$ cat src/rtl/gg_pkg.sv
package gg_pkg;
   localparam int GG_CHANNELS = 2;
   typedef logic [GG_CHANNELS-1:0] ch_vec_t;
endpackage

$ cat src/rtl/gg_start_detect.sv
module gg_start_detect (
   input  logic clk,
   input  logic rst,
   input  logic start_n,
   output logic trig
);
   logic start_q;

   always_ff @(posedge clk) begin
      if (rst) start_q <= 1'b1;
      else     start_q <= start_n;
   end

   assign trig = start_q & ~start_n & ~rst;

   AST_SINGLE_TRIGGER: assert property (@(posedge clk) disable iff (rst)
      trig |=> !trig) else $error("two triggers in a row");
endmodule

$ cat src/rtl/gg_tick_channel.sv
module gg_tick_channel #(
   parameter int CW           = 8,
   parameter bit DUAL_EDGE_EN = 1'b1
) (
   input  logic          clk,
   input  logic          rst,
   input  logic          arm,
   input  logic [CW-1:0] width,
   input  logic          tick_en,
   input  logic          dual,
   output logic          active,
   output logic          lit
);
   localparam logic [CW-1:0] ONE_STEP = CW'(1);

   if (CW < 2) begin : g_bad_cw
      $error("gg_tick_channel: CW must be at least 2");
   end

   logic          run;
   logic          phase;
   logic [CW-1:0] cnt;
   logic [CW-1:0] tgt;
   logic          step_ev;

   if (DUAL_EDGE_EN) begin : g_dual
      assign step_ev = run & tick_en & (dual | ~phase);
   end else begin : g_single
      assign step_ev = run & tick_en & ~phase;
   end

   always_ff @(posedge clk) begin
      if (rst) begin
         run   <= 1'b0;
         phase <= 1'b0;
         cnt   <= '0;
         tgt   <= ONE_STEP;
      end else if (arm) begin
         run   <= 1'b1;
         phase <= 1'b0;
         cnt   <= '0;
         tgt   <= (width == '0) ? ONE_STEP : width;
      end else if (run && tick_en) begin
         phase <= ~phase;
         if (step_ev) begin
            if (cnt == tgt) run <= 1'b0;
            else            cnt <= cnt + ONE_STEP;
         end
      end
   end

   assign active = run;
   assign lit    = run & (cnt != '0);

   AST_COUNT_IN_RANGE: assert property (@(posedge clk) disable iff (rst)
      run |-> (cnt <= tgt)) else $error("count past target");
   AST_TARGET_NONZERO: assert property (@(posedge clk) disable iff (rst)
      run |-> (tgt != '0)) else $error("empty target");
endmodule

$ cat src/rtl/gg_steer.sv
module gg_steer
   import gg_pkg::*;
(
   input  logic    clk,
   input  logic    rst,
   input  logic    trig,
   input  ch_vec_t act,
   output ch_vec_t arm
);
   logic last;
   logic sel;

   always_comb begin
      if (!act[0] && !act[1]) sel = ~last;
      else if (!act[0])       sel = 1'b0;
      else if (!act[1])       sel = 1'b1;
      else                    sel = ~last;
      arm = '0;
      if (trig) arm[sel] = 1'b1;
   end

   always_ff @(posedge clk) begin
      if (rst)       last <= 1'b1;
      else if (trig) last <= sel;
   end

   AST_ARM_ONEHOT: assert property (@(posedge clk) disable iff (rst)
      $onehot0(arm)) else $error("two channels armed");
   AST_ARM_ON_TRIGGER: assert property (@(posedge clk) disable iff (rst)
      trig |-> ($countones(arm) == 1)) else $error("trigger lost");
endmodule

$ cat src/rtl/retrig_gate_gen.sv
module retrig_gate_gen
   import gg_pkg::*;
#(
   parameter int CW           = 8,
   parameter bit DUAL_EDGE_EN = 1'b1
) (
   input  logic          clk,
   input  logic          rst,
   input  logic          start_n,
   input  logic [CW-1:0] width,
   input  logic          dual_edge,
   input  logic          tick_en,
   output logic          gate,
   output logic          busy
);
   logic    trig;
   ch_vec_t arm;
   ch_vec_t act;
   ch_vec_t lit;
   logic    gate_q;

   gg_start_detect u_start (
      .clk     (clk),
      .rst     (rst),
      .start_n (start_n),
      .trig    (trig)
   );

   gg_steer u_steer (
      .clk  (clk),
      .rst  (rst),
      .trig (trig),
      .act  (act),
      .arm  (arm)
   );

   for (genvar i = 0; i < GG_CHANNELS; i++) begin : g_ch
      gg_tick_channel #(
         .CW           (CW),
         .DUAL_EDGE_EN (DUAL_EDGE_EN)
      ) u_ch (
         .clk     (clk),
         .rst     (rst),
         .arm     (arm[i]),
         .width   (width),
         .tick_en (tick_en),
         .dual    (dual_edge),
         .active  (act[i]),
         .lit     (lit[i])
      );
   end

   assign gate = (|lit) | (gate_q & (|act));
   assign busy = |act;

   always_ff @(posedge clk) begin
      if (rst) gate_q <= 1'b0;
      else     gate_q <= gate;
   end

   AST_GATE_NEEDS_BUSY: assert property (@(posedge clk) disable iff (rst)
      gate |-> busy) else $error("gate without busy");
   AST_GATE_ENDS_IDLE: assert property (@(posedge clk) disable iff (rst)
      $fell(gate) |-> !busy) else $error("gate split while busy");
   AST_BUSY_AFTER_TRIG: assert property (@(posedge clk) disable iff (rst)
      trig |=> busy) else $error("trigger not accepted");
endmodule

$ cat config.mk
export PLATFORM = sky130hd
export DESIGN_NAME = retrig_gate_gen
export DESIGN_NICKNAME = d
export VERILOG_FILES = /design/src/rtl/gg_pkg.sv /design/src/rtl/gg_start_detect.sv /design/src/rtl/gg_tick_channel.sv /design/src/rtl/gg_steer.sv /design/src/rtl/retrig_gate_gen.sv
export SDC_FILE = /design/constraint.sdc
export NUM_CORES = 1
export LEC_CHECK = 0
export ABC_AREA = 1
export BUFFER_PORTS_ARGS = -buffer_cell sky130_fd_sc_hd__buf_2
export CORE_ASPECT_RATIO = 1.25
export CORE_MARGIN = 2
export CORE_UTILIZATION = 54
export DETAILED_ROUTE_END_ITERATION = 10
export PLACE_DENSITY = 0.75
export SYNTH_ARGS = -nofsm -noshare
export SYNTH_HDL_FRONTEND = slang
export SYNTH_SLANG_ARGS = --single-unit
export TNS_END_PERCENT = 100
$ cat constraint.sdc
create_clock -name clk -period 1.3 [get_ports clk]
set_input_delay 0.065 -clock clk [delete_from_list [all_inputs] [get_ports clk]]
set_output_delay 0.065 -clock clk [all_outputs]
set_load 0.01 [all_outputs]
# Word level (Yosys, flattened, before mapping)
# Index checks and enable logic that the tools add are counted.
totals:
  mem_count: 0
  regBits: 39
  elab_cells: 74
  latchBits: 0
  romBits: 0
  ramBits: 0
op_classes:
  shift: 0
  bitwise: 19
  mux: 15
  n_eq_ne: 2
  magnitude_cmp: 2
  addsub: 2
  div_mod_pow: 0
  mul: 0
  n_reduce_logical: 23
ops:
  columns: ["operator", "n"]
  rows:
  - ["$add A8 B1 Y8 const B", 2]
  - ["$eq A8 B8 Y1", 2]
  - ["$reduce_bool A8 Y1", 2]
  - ["$mux W1", 12]
  - ["$reduce_and A3 Y1", 4]
  - ["$reduce_bool A2 Y1", 6]
  - ["$and A1 B1 Y1", 9]
  - ["$logic_not A8 Y1", 1]
  - ["$mux W8", 1]
  - ["$reduce_or A2 Y1", 4]
  - ["$not A1 Y1", 7]
  - ["$logic_and A1 B1 Y1", 4]
  - ["$or A1 B1 Y1", 3]
  - ["$logic_not A1 Y1", 2]
  - ["$lt A1 B2 Y1 const B", 1]
  - ["$mux W2", 1]
  - ["$demux W1 S1", 1]
  - ["$ge A1 B1 Y1 const B", 1]

# Logic depth before layout (Yosys ltp)
# Gate-level depths: netlist (run 1).
depth:
  depth_word: 11
  ltp_mapped: 10
  ltp_nobuf: 9

# Hierarchy
# Synthesis (run 1) repeated with hierarchy kept, for this count alone.
hier_totals:
  cells_unflattened: 300
  hier_area_um2: 2154.6
by_module_without_submodules:
  columns: ["module", "n_inst", "cells_per_inst", "area_each_um2"]
  rows:
  - ["gg_tick_channel", 2, 138, 996.0]
  - ["gg_steer", 1, 13, 73.8]
  - ["retrig_gate_gen", 1, 6, 51.3]
  - ["gg_start_detect", 1, 5, 37.5]

# Least setup slack after synthesis (run 1)
# No wires, ideal clock.
synth_path:
  path_kind: "register to register"
  start: "reg g_ch[0].u_ch.cnt[0]"
  end: "reg g_ch[0].u_ch.cnt[6]"
  path_slack_ns: 0.066
  setup_time_ns: 0.066
  period_less_slack_ns: 1.234
  path_buffers: 0
  t_arrival_ns: 1.168
  stages_incl_launch_ff: 7
  cell_sequence: "dfxtp_1 -> ha_1 -> nand3_1 -> nor2_1 -> xor2_1 -> nand3_1 -> a21oi_2"
synth_via:
  elab_chain_cells: 3
synth_lines:
  columns: ["element", "line", "rtl"]
  rows:
  - ["start, declared", "gg_tick_channel.sv:22", "logic [CW-1:0] cnt;"]
  - ["start signal, assigned", "gg_tick_channel.sv:47", "else cnt <= cnt + ONE_STEP;"]
  - ["parallel branches: the longest is 3 deep, another holds $add A8 B1 Y8", null, null]
# Several ways; the timed one is not identified.
# A chain may end at the register's enable or synchronous reset.

# Final worst setup path (run 1)
layout_path:
  start: "reg g_ch[0].u_ch.cnt[6]"
  end: "out gate"
layout_via:
  elab_chain_cells: 4
layout_lines:
  columns: ["element", "line", "rtl"]
  rows:
  - ["$reduce_bool A8 Y1", "gg_tick_channel.sv:53", "assign lit = run & (cnt != '0);"]
  - ["$and A1 B1 Y1", "gg_tick_channel.sv:53", null]
  - ["$reduce_or A2 Y1", "retrig_gate_gen.sv:53", "assign gate = (|lit) | (gate_q & (|act));"]
  - ["$or A1 B1 Y1", "retrig_gate_gen.sv:53", null]
  - ["end, declared", "retrig_gate_gen.sv:13", "output logic gate,"]
# Every way passes these cells.

==> impl_results.md, run 1 <==
- Worst Path Class, Setup: reg -> out
- Post-synth EDFFs: 0
- Seq pwr share: 49.7%
- CP Launch Type: register
- Post-synth top flop: dfxtp_1
- # rows: 25
- Max Fclk: 0.643 GHz
- Top-count cell post-synth: nand2_1
- Placer Congestion: 0.859
- Syn Inst Count: 285
- Final HPWL DP: 3.34 mm
- PwrDens: 861 nW/um^2
- P_sw: 694 uW
- Setup tns final: -0.990 ns
- Detailed Routing Iterations Pass 1: 4
- Reg-to-reg slack, setup: -0.18 ns
- Worst slew pin tran: 0.387 ns
- Placed cells: 353
- Required time of the critical path: 1.24 ns
- Cell taking the most area after synthesis: dfxtp_1
- RR Startpoint: g_ch[0].u_ch.cnt[6]$_SDFFE_PP0P_
- Max_cap viols: 0
- CP endpoint kind: output port
- Fin. max-slew vios: 0
- WL/cell: 14.5 um
- Top Ports: 15
- Combinational share of power: 16.8%
- P_int: 1.83 mW
- Initial antenna violation count: 0
- Inserted Clock Buffers: 5
- Critical path origin: g_ch[0].u_ch.cnt[6]$_SDFFE_PP0P_
- Cells on worst reg2reg path: 9
- Switching fraction of total power: 27.5%
- Pin count of the biggest net entering global routing: 12
- Syn Area/Cell: 7.39 um^2
- Starting density of the core: 56.1%
- Max VDD drop: 0.751 mV
- CTS Sinks: 39
- Final min period: 1.56 ns
- Chip Height: 73.8 um
- Seq/Total Area, Yosys: 37.1%
- N_diodes: 0
- Hold Violations, Final: 0
- Status: finished, violations left
- Overall routing resource usage: 23.9%
- Vias per Instance: 5.31
- Distinct cell type count after synthesis: 25
- CP endpoint: gate
- Max Root-Sink Buffers: 2
- Ys Warns: 0
- Flops & latches, synth: 39
- DRT iter0 DRCs: 123
- Area growth syn-to-layout: 39.1%
- Ys async rst share: 0%
- Final worst slack: -0.256 ns
- Die width: 59.9 um
- Routed Antenna Nets: 0
- First-pass GRT wire length: 7.87 mm
- Worst EP arrival: 1.49 ns
- Grt total ovfl: 0
- Final nets: 363
- RSZ-0062 raised after global routing: yes
- Failing checks: negative setup slack
- LEAKAGE: 1.27 nW
- Vias in the first global route: 1794
- Max transition margin: 74.1%
- Fin crit share: 120%
- Top post-synthesis cells by count: nand2_1, dfxtp_1, inv_1
- Htree depth: 2
- Core region area: 3750 um^2
- Syn nets: 302
- Top cell type's share of synthesized area: 37.1%
- Synth area leaders: dfxtp_1, nand2_1, nand3_1
- Routed via count: 2050
- Worst min path class: in -> reg
- # DRC: 0
- Number of port buffers: 14
- Die footprint: 4420 um^2
- Layout cell share with drive strength beyond 1: 43.4%
- Clock slew at reported path FFs: 0.07 ns
- Routed WL: 5.60 mm
- End of the worst register-to-register path: gate_q$_SDFF_PP0_
- CTS Root Cell: clkbuf_8
- Post-route insts no fill: 386
- Clk_lat worst skew: 0.30 ns
- Final setup viols: 15
- TritonCTS clock tree: built
- Clock Skews: 0.00908 ns
- Crit-path max FO: 2
- Clk pwr share: 33.5%
- Post-synthesis cell area: 2110 um^2
[repair_timing]
item | CTS | global route
hold buffers | 3 | 0
setup endpoints to repair | 9 | 33
gates resized for setup | 23 | 62
endpoints found under the hold margin | 3 | 0
setup buffers | 7 | 15
cloned | 0 | 1
pin swaps | 7 | 25
[stage by stage]
step           hold slack [ns]  utilization (%)  setup slack (ns)  area [um^2]  total power [mW]
6_report                0.0574             78.1            -0.256         2930              2.52
5_1_grt                 0.0641             78.1            -0.265         2930              2.63
3_5_place_dp             0.258             62.6           -0.0131         2350              1.59
4_1_cts                 0.0372             68.7            -0.147         2580              2.45
3_3_place_gp             0.251             62.6           0.00721         2350              1.59
2_1_floorplan            0.134                -            0.0663         2110              1.50
[sequential cells by signal (all words and copies together), names as in the netlist]
name,cells
gate_q,1
g_ch.u_ch.phase,2
g_ch.u_ch.active,2
u_steer.last,1
g_ch.u_ch.cnt,16
g_ch.u_ch.tgt,16
u_start.start_q,1
[critical path, cell delays in order, from the launching register on]
cell and delay, ns:
dfxtp_2 0.33, buf_6 0.11, nor3_2 0.20, nand4_1 0.19, nand2_1 0.13, nand3_2 0.10
buf_6 0.13
[how the worst min path moves through the flow]
stage,start,to,slack [ns],cells past startpoint
after floorplan,rst,g_ch[0].u_ch.active$_SDFFE_PP0P_,0.13,1
after global placement,start_n,u_start.start_q$_SDFF_PP1_,0.25,3
after detailed placement,start_n,u_start.start_q$_SDFF_PP1_,0.26,3
after CTS,rst,gate_q$_SDFF_PP0_,0.04,4
after global routing,rst,gate_q$_SDFF_PP0_,0.06,4
final,width[2],g_ch[0].u_ch.tgt[2]$_SDFFE_PP0P_,0.06,3
[power by group through the flow]
stage	Clock [mW]	Combinational (mW)	Sequential, mW
after floorplan	0	0.211	1.29
after global placement	0	0.298	1.29
final	0.845	0.425	1.25
after detailed placement	0	0.303	1.29
after CTS	0.862	0.320	1.26
after global routing	0.914	0.461	1.26
[cell families after synthesis]
kind of cell    after synthesis  share of synthesized area [%]
buf+inv                      47                           9.68
compound gates               43                           13.7
xor+xnor                     20                           8.31
simple gates                132                           28.9
fa+ha+maj                     4                           2.38
flops                        39                           37.1
[cells in the final DEF, fill, tap and decap left out, drive strengths merged]
master	Yosys	layout
a21oi	22	22
o22a	1	1
nor2	12	12
ha	4	4
dlygate4sd3	0	3
inv	42	42
o21ai	13	13
nand3	29	29
xnor2	10	10
dfxtp	39	39
o21bai	1	1
o22ai	6	6
nor3	3	3
buf	5	55
clkinv	0	1
xor2	10	10
nand4	2	2
nand2	86	87
clkbuf	0	6
[layout make-up]
class / instances / area, um^2
clock inverters: 1 / 5.00
well taps: 40 / 50.0
clock buffers: 6 / 82.6
repair buffers: 58 / 473
multi-input cells: 200 / 1340
inverters: 42 / 163
flip-flops and latches: 39 / 816
fillers: 246 / 822
[layer usage]
metal  global-route usage [%]  wire length (um)  vias to the layer above
met1                     26.1              2100                      975
met2                     42.9              3200                       27
met5                        0                 0                        -
met3                     6.51               133                       14
li1                         -                 -                     1034
met4                     9.38               158                        0
No activity file was read; power rests on OpenSTA's default activity.
==> run 2, diff against run 1 <==
Settings changed: ABC_AREA 1 to not set, CORE_UTILIZATION 54 to 53.
==> impl_results.md, run 2 <==
- Max Root-Sink Buffers: 2 (unchanged)
- Max_cap viols: 0 (unchanged)
- Post-synthesis cell area: 1890 um^2 (was 2110 um^2)
- Slowest CP cell: dfxtp_4 (was dfxtp_2)
- Hold Path End: g_ch[0].u_ch.tgt[2]$_SDFFE_PP0P_ (unchanged)
- Vias per Instance: 5.63 (was 5.31)
- # DRC: 0 (unchanged)
- Inserted Clock Buffers: 5 (unchanged)
- Max Fclk: 0.617 GHz (was 0.643 GHz)
- Final worst slack: -0.320 ns (was -0.256 ns)
- Starting density of the core: 54.9% (was 56.1%)
- Clock Skews: 0.00596 ns (was 0.00908 ns)
- N_diodes: 0 (unchanged)
- Regs by FF count: g_ch.u_ch.cnt: 16 flops, g_ch.u_ch.tgt: 16 flops (unchanged)
- Htree depth: 2 (unchanged)
- Routed via count: 1890 (was 2050)
- Placed cells: 314 (was 353)
- Setup tns final: -3.64 ns (was -0.990 ns)
- Distinct cell type count after synthesis: 37 (was 25)
- Cell count of the worst hold path: 3 (unchanged)
- Failing checks: negative setup slack (unchanged)
- DP Area: 2330 um^2 (was 2350 um^2)
- Reg-to-reg slack, setup: -0.31 ns (was -0.18 ns)
- Seq/Total Area, Yosys: 41.2% (was 37.1%)
- Clk_lat worst skew: 0.30 ns (about the same)
- Status: finished, violations left (unchanged)
- Fill cells: 198 (was 246)
- Area growth syn-to-layout: 49.7% (was 39.1%)
- Syn Area/Cell: 8.42 um^2 (was 7.39 um^2)
- Final setup viols: 20 (was 15)
- Top-count cell post-synth: dfxtp_1 (was nand2_1)
- Crit-path max FO: 4 (was 2)
- CP Launch Type: register (unchanged)
- Ys Warns: 0 (unchanged)
- First-pass GRT wire length: 8.40 mm (was 7.87 mm)
- Overall routing resource usage: 26.6% (was 23.9%)
- LEAKAGE: 1.15 nW (was 1.27 nW)
- Die width: 57.5 um (was 59.9 um)
- Core region area: 3450 um^2 (was 3750 um^2)
- RSZ-0062 raised after global routing: yes (unchanged)
- Cells on worst reg2reg path: 7 (was 9)
- Post-synth EDFFs: 0 (unchanged)
- Hold slack: 0.0331 ns (was 0.0574 ns)
- Post-synth top flop: dfxtp_1 (unchanged)
- Fin crit share: 125% (was 120%)
- Fin. max-slew vios: 0 (unchanged)
- # rows: 24 (was 25)
- Number of port buffers: 14 (unchanged)
- Commonest non-fill, non-tap cell in the layout: buf_4 (was nand2_1)
- Most frequent cells in the layout: buf_4, nand2_1, dfxtp_1, buf_2, dfxtp_2 (was nand2_1, inv_1, buf_4, dfxtp_1, nand3_1)
- WP depth: 6 (unchanged)
- Final nets: 313 (was 363)
- WL/cell: 16.3 um (was 14.5 um)
- RR Startpoint: g_ch[1].u_ch.cnt[1]$_SDFFE_PP0P_ (was g_ch[0].u_ch.cnt[6]$_SDFFE_PP0P_)
- Worst EP arrival: 1.55 ns (was 1.49 ns)
- Worst min path class: in -> reg (unchanged)
- Cell family with most CP delay: flip-flops (was simple AND/OR/NAND/NOR gates)
- Die footprint: 4070 um^2 (was 4420 um^2)
- Top post-synthesis cells by count: dfxtp_1, nand2_1, o21ai_0, xnor2_1, nor2_1 (was nand2_1, dfxtp_1, inv_1)
- Detailed Routing Iterations Pass 1: 4 (unchanged)
- Syn nets: 242 (was 302)
- End of the worst register-to-register path: g_ch[1].u_ch.cnt[7]$_SDFFE_PP0P_ (was gate_q$_SDFF_PP0_)
- Synth area leaders: dfxtp_1, xnor2_1, nand2_1 (was dfxtp_1, nand2_1, nand3_1)
- PwrDens: 891 nW/um^2 (was 861 nW/um^2)
- CP cell instances: inv_2 -> ha_2 -> nor4b_4 -> a21oi_2 -> a21o_1 -> buf_2 (was buf_6 -> nor3_2 -> nand4_1 -> nand2_1 -> nand3_2 -> buf_6)
- CP peak stage delay: 0.37 ns (was 0.33 ns)
- CP endpoint kind: output port (unchanged)
- Flops & latches, synth: 39 (unchanged)
- Fin util: 82.1% (was 78.1%)
- Worst slew pin tran: 0.304 ns (was 0.387 ns)
- TritonCTS clock tree: built (unchanged)
- Routed Antenna Nets: 0 (unchanged)
- Post-route insts no fill: 336 (was 386)
- Clock slew at reported path FFs: 0.08 ns (was 0.07 ns)
- Final min period: 1.62 ns (was 1.56 ns)
- Post-route cell area: 2840 um^2 (was 2930 um^2)
- Hold Violations, Final: 0 (unchanged)
- Layout cell share with drive strength beyond 1: 45.1% (was 43.4%)
- Crit path buf inv count: 2 (unchanged)
- Required time of the critical path: 1.24 ns (about the same)
- Top Ports: 15 (unchanged)
- Placer Congestion: 0.815 (was 0.859)
- Routed WL: 5.46 mm (was 5.60 mm)
- Cell taking the most area after synthesis: dfxtp_1 (unchanged)
- Worst slack, placed: -0.163 ns (was -0.0131 ns)
- DRT iter0 DRCs: 64 (was 123)
- Max VDD drop: 1.01 mV (was 0.751 mV)
- CTS Root Cell: clkbuf_8 (unchanged)
- HP Start: width[2] (unchanged)
- Worst Path Class, Setup: reg -> out (unchanged)
- Total power: 2.53 mW (was 2.52 mW)
- Top cell type's share of synthesized area: 41.2% (was 37.1%)
- Initial antenna violation count: 0 (unchanged)
- Pin count of the biggest net entering global routing: 19 (was 12)
- Syn Inst Count: 225 (was 285)
- CTS Sinks: 39 (unchanged)
- Grt total ovfl: 0 (unchanged)
- Ys async rst share: 0% (unchanged)
- Vias in the first global route: 1915 (was 1794)
- Final HPWL DP: 3.28 mm (was 3.34 mm)
- Max transition margin: 79.5% (was 74.1%)
- Chip Height: 70.8 um (was 73.8 um)
==> run 2: changes by cell type after synthesis, sizes merged, moves of 8 or more <==
cell | previous run | this run
nand2 | 86 | 33
xor2 | 10 | 2
nand3 | 29 | 3
a21oi | 22 | 13
nand2b | 0 | 8
xnor2 | 10 | 18
inv | 42 | 10
==> run 2: what timing repair did <==
action,4_1_cts,5_1_grt
setup endpoints to repair,22,38
cloned,1,0
gates resized for setup,42,31
hold buffers,6,0
pin swaps,17,5
setup buffers,7,1
endpoints found under the hold margin,8,0
==> run 2: tightest hold or removal path, delay by kind of cell <==
family / cells / cell delay, ns
buffers and inverters: 1 / 0.12
AO/OA/AOI/OAI: 1 / 0.06
AND/OR/NAND/NOR: 1 / 0.06
==> run 2: routing by layer <==
metal / wire [um] / global-route usage (%) / vias up / part of all wire [%]
li1: - / - / 918 / -
met1: 2000 / 28.8 / 916 / 37
met2: 3090 / 48.5 / 38 / 57
met3: 154 / 4.39 / 18 / 2.8
met4: 213 / 13.7 / 0 / 3.9
met5: 0 / 0 / - / 0
==> run 2: worst max path at each step <==
stage	startpoint	to	slack, ns
2_1_floorplan	u_steer.last$_SDFFE_PP1N_	g_ch[0].u_ch.cnt[2]$_SDFFE_PP0P_	-0.21
3_3_place_gp	g_ch[1].u_ch.active$_SDFFE_PP0P_	g_ch[1].u_ch.cnt[4]$_SDFFE_PP0P_	-0.14
3_5_place_dp	g_ch[1].u_ch.active$_SDFFE_PP0P_	g_ch[1].u_ch.cnt[6]$_SDFFE_PP0P_	-0.16
4_1_cts	g_ch[1].u_ch.cnt[1]$_SDFFE_PP0P_	gate	-0.25
5_1_grt	g_ch[1].u_ch.cnt[1]$_SDFFE_PP0P_	gate	-0.37
6_report	g_ch[0].u_ch.cnt[1]$_SDFFE_PP0P_	gate	-0.32
==> run 2: power breakdown <==
part,internal (mW),switching (mW)
logic,0.221,0.209
clock network,0.375,0.444
registers,1.24,0.0415
==> run 2: final cells by class <==
| type | count | area, um^2 | share of cell area, % |
|---|---|---|---|
| Clock inverter | 2 | 12.5 | 0.441 |
| Clock buffer | 6 | 72.6 | 2.56 |
| Timing Repair Buffer | 71 | 546 | 19.2 |
| Inverter | 10 | 42.5 | 1.50 |
| Tap cell | 39 | 48.8 | 1.72 |
| Sequential cell | 39 | 807 | 28.5 |
| Multi-Input combinational cell | 169 | 1310 | 46.1 |
==> run 2: cells by family (layout without fill, tap and decap cells) <==
logic type,Yosys count,in the layout,share of synthesized area (%)
flops,39,39,41.2
fa+ha+maj,4,4,2.64
compound gates,44,44,14.6
xor+xnor,20,20,9.25
mux,2,2,1.06
buf+inv,17,89,3.76
simple gates,99,99,27.5
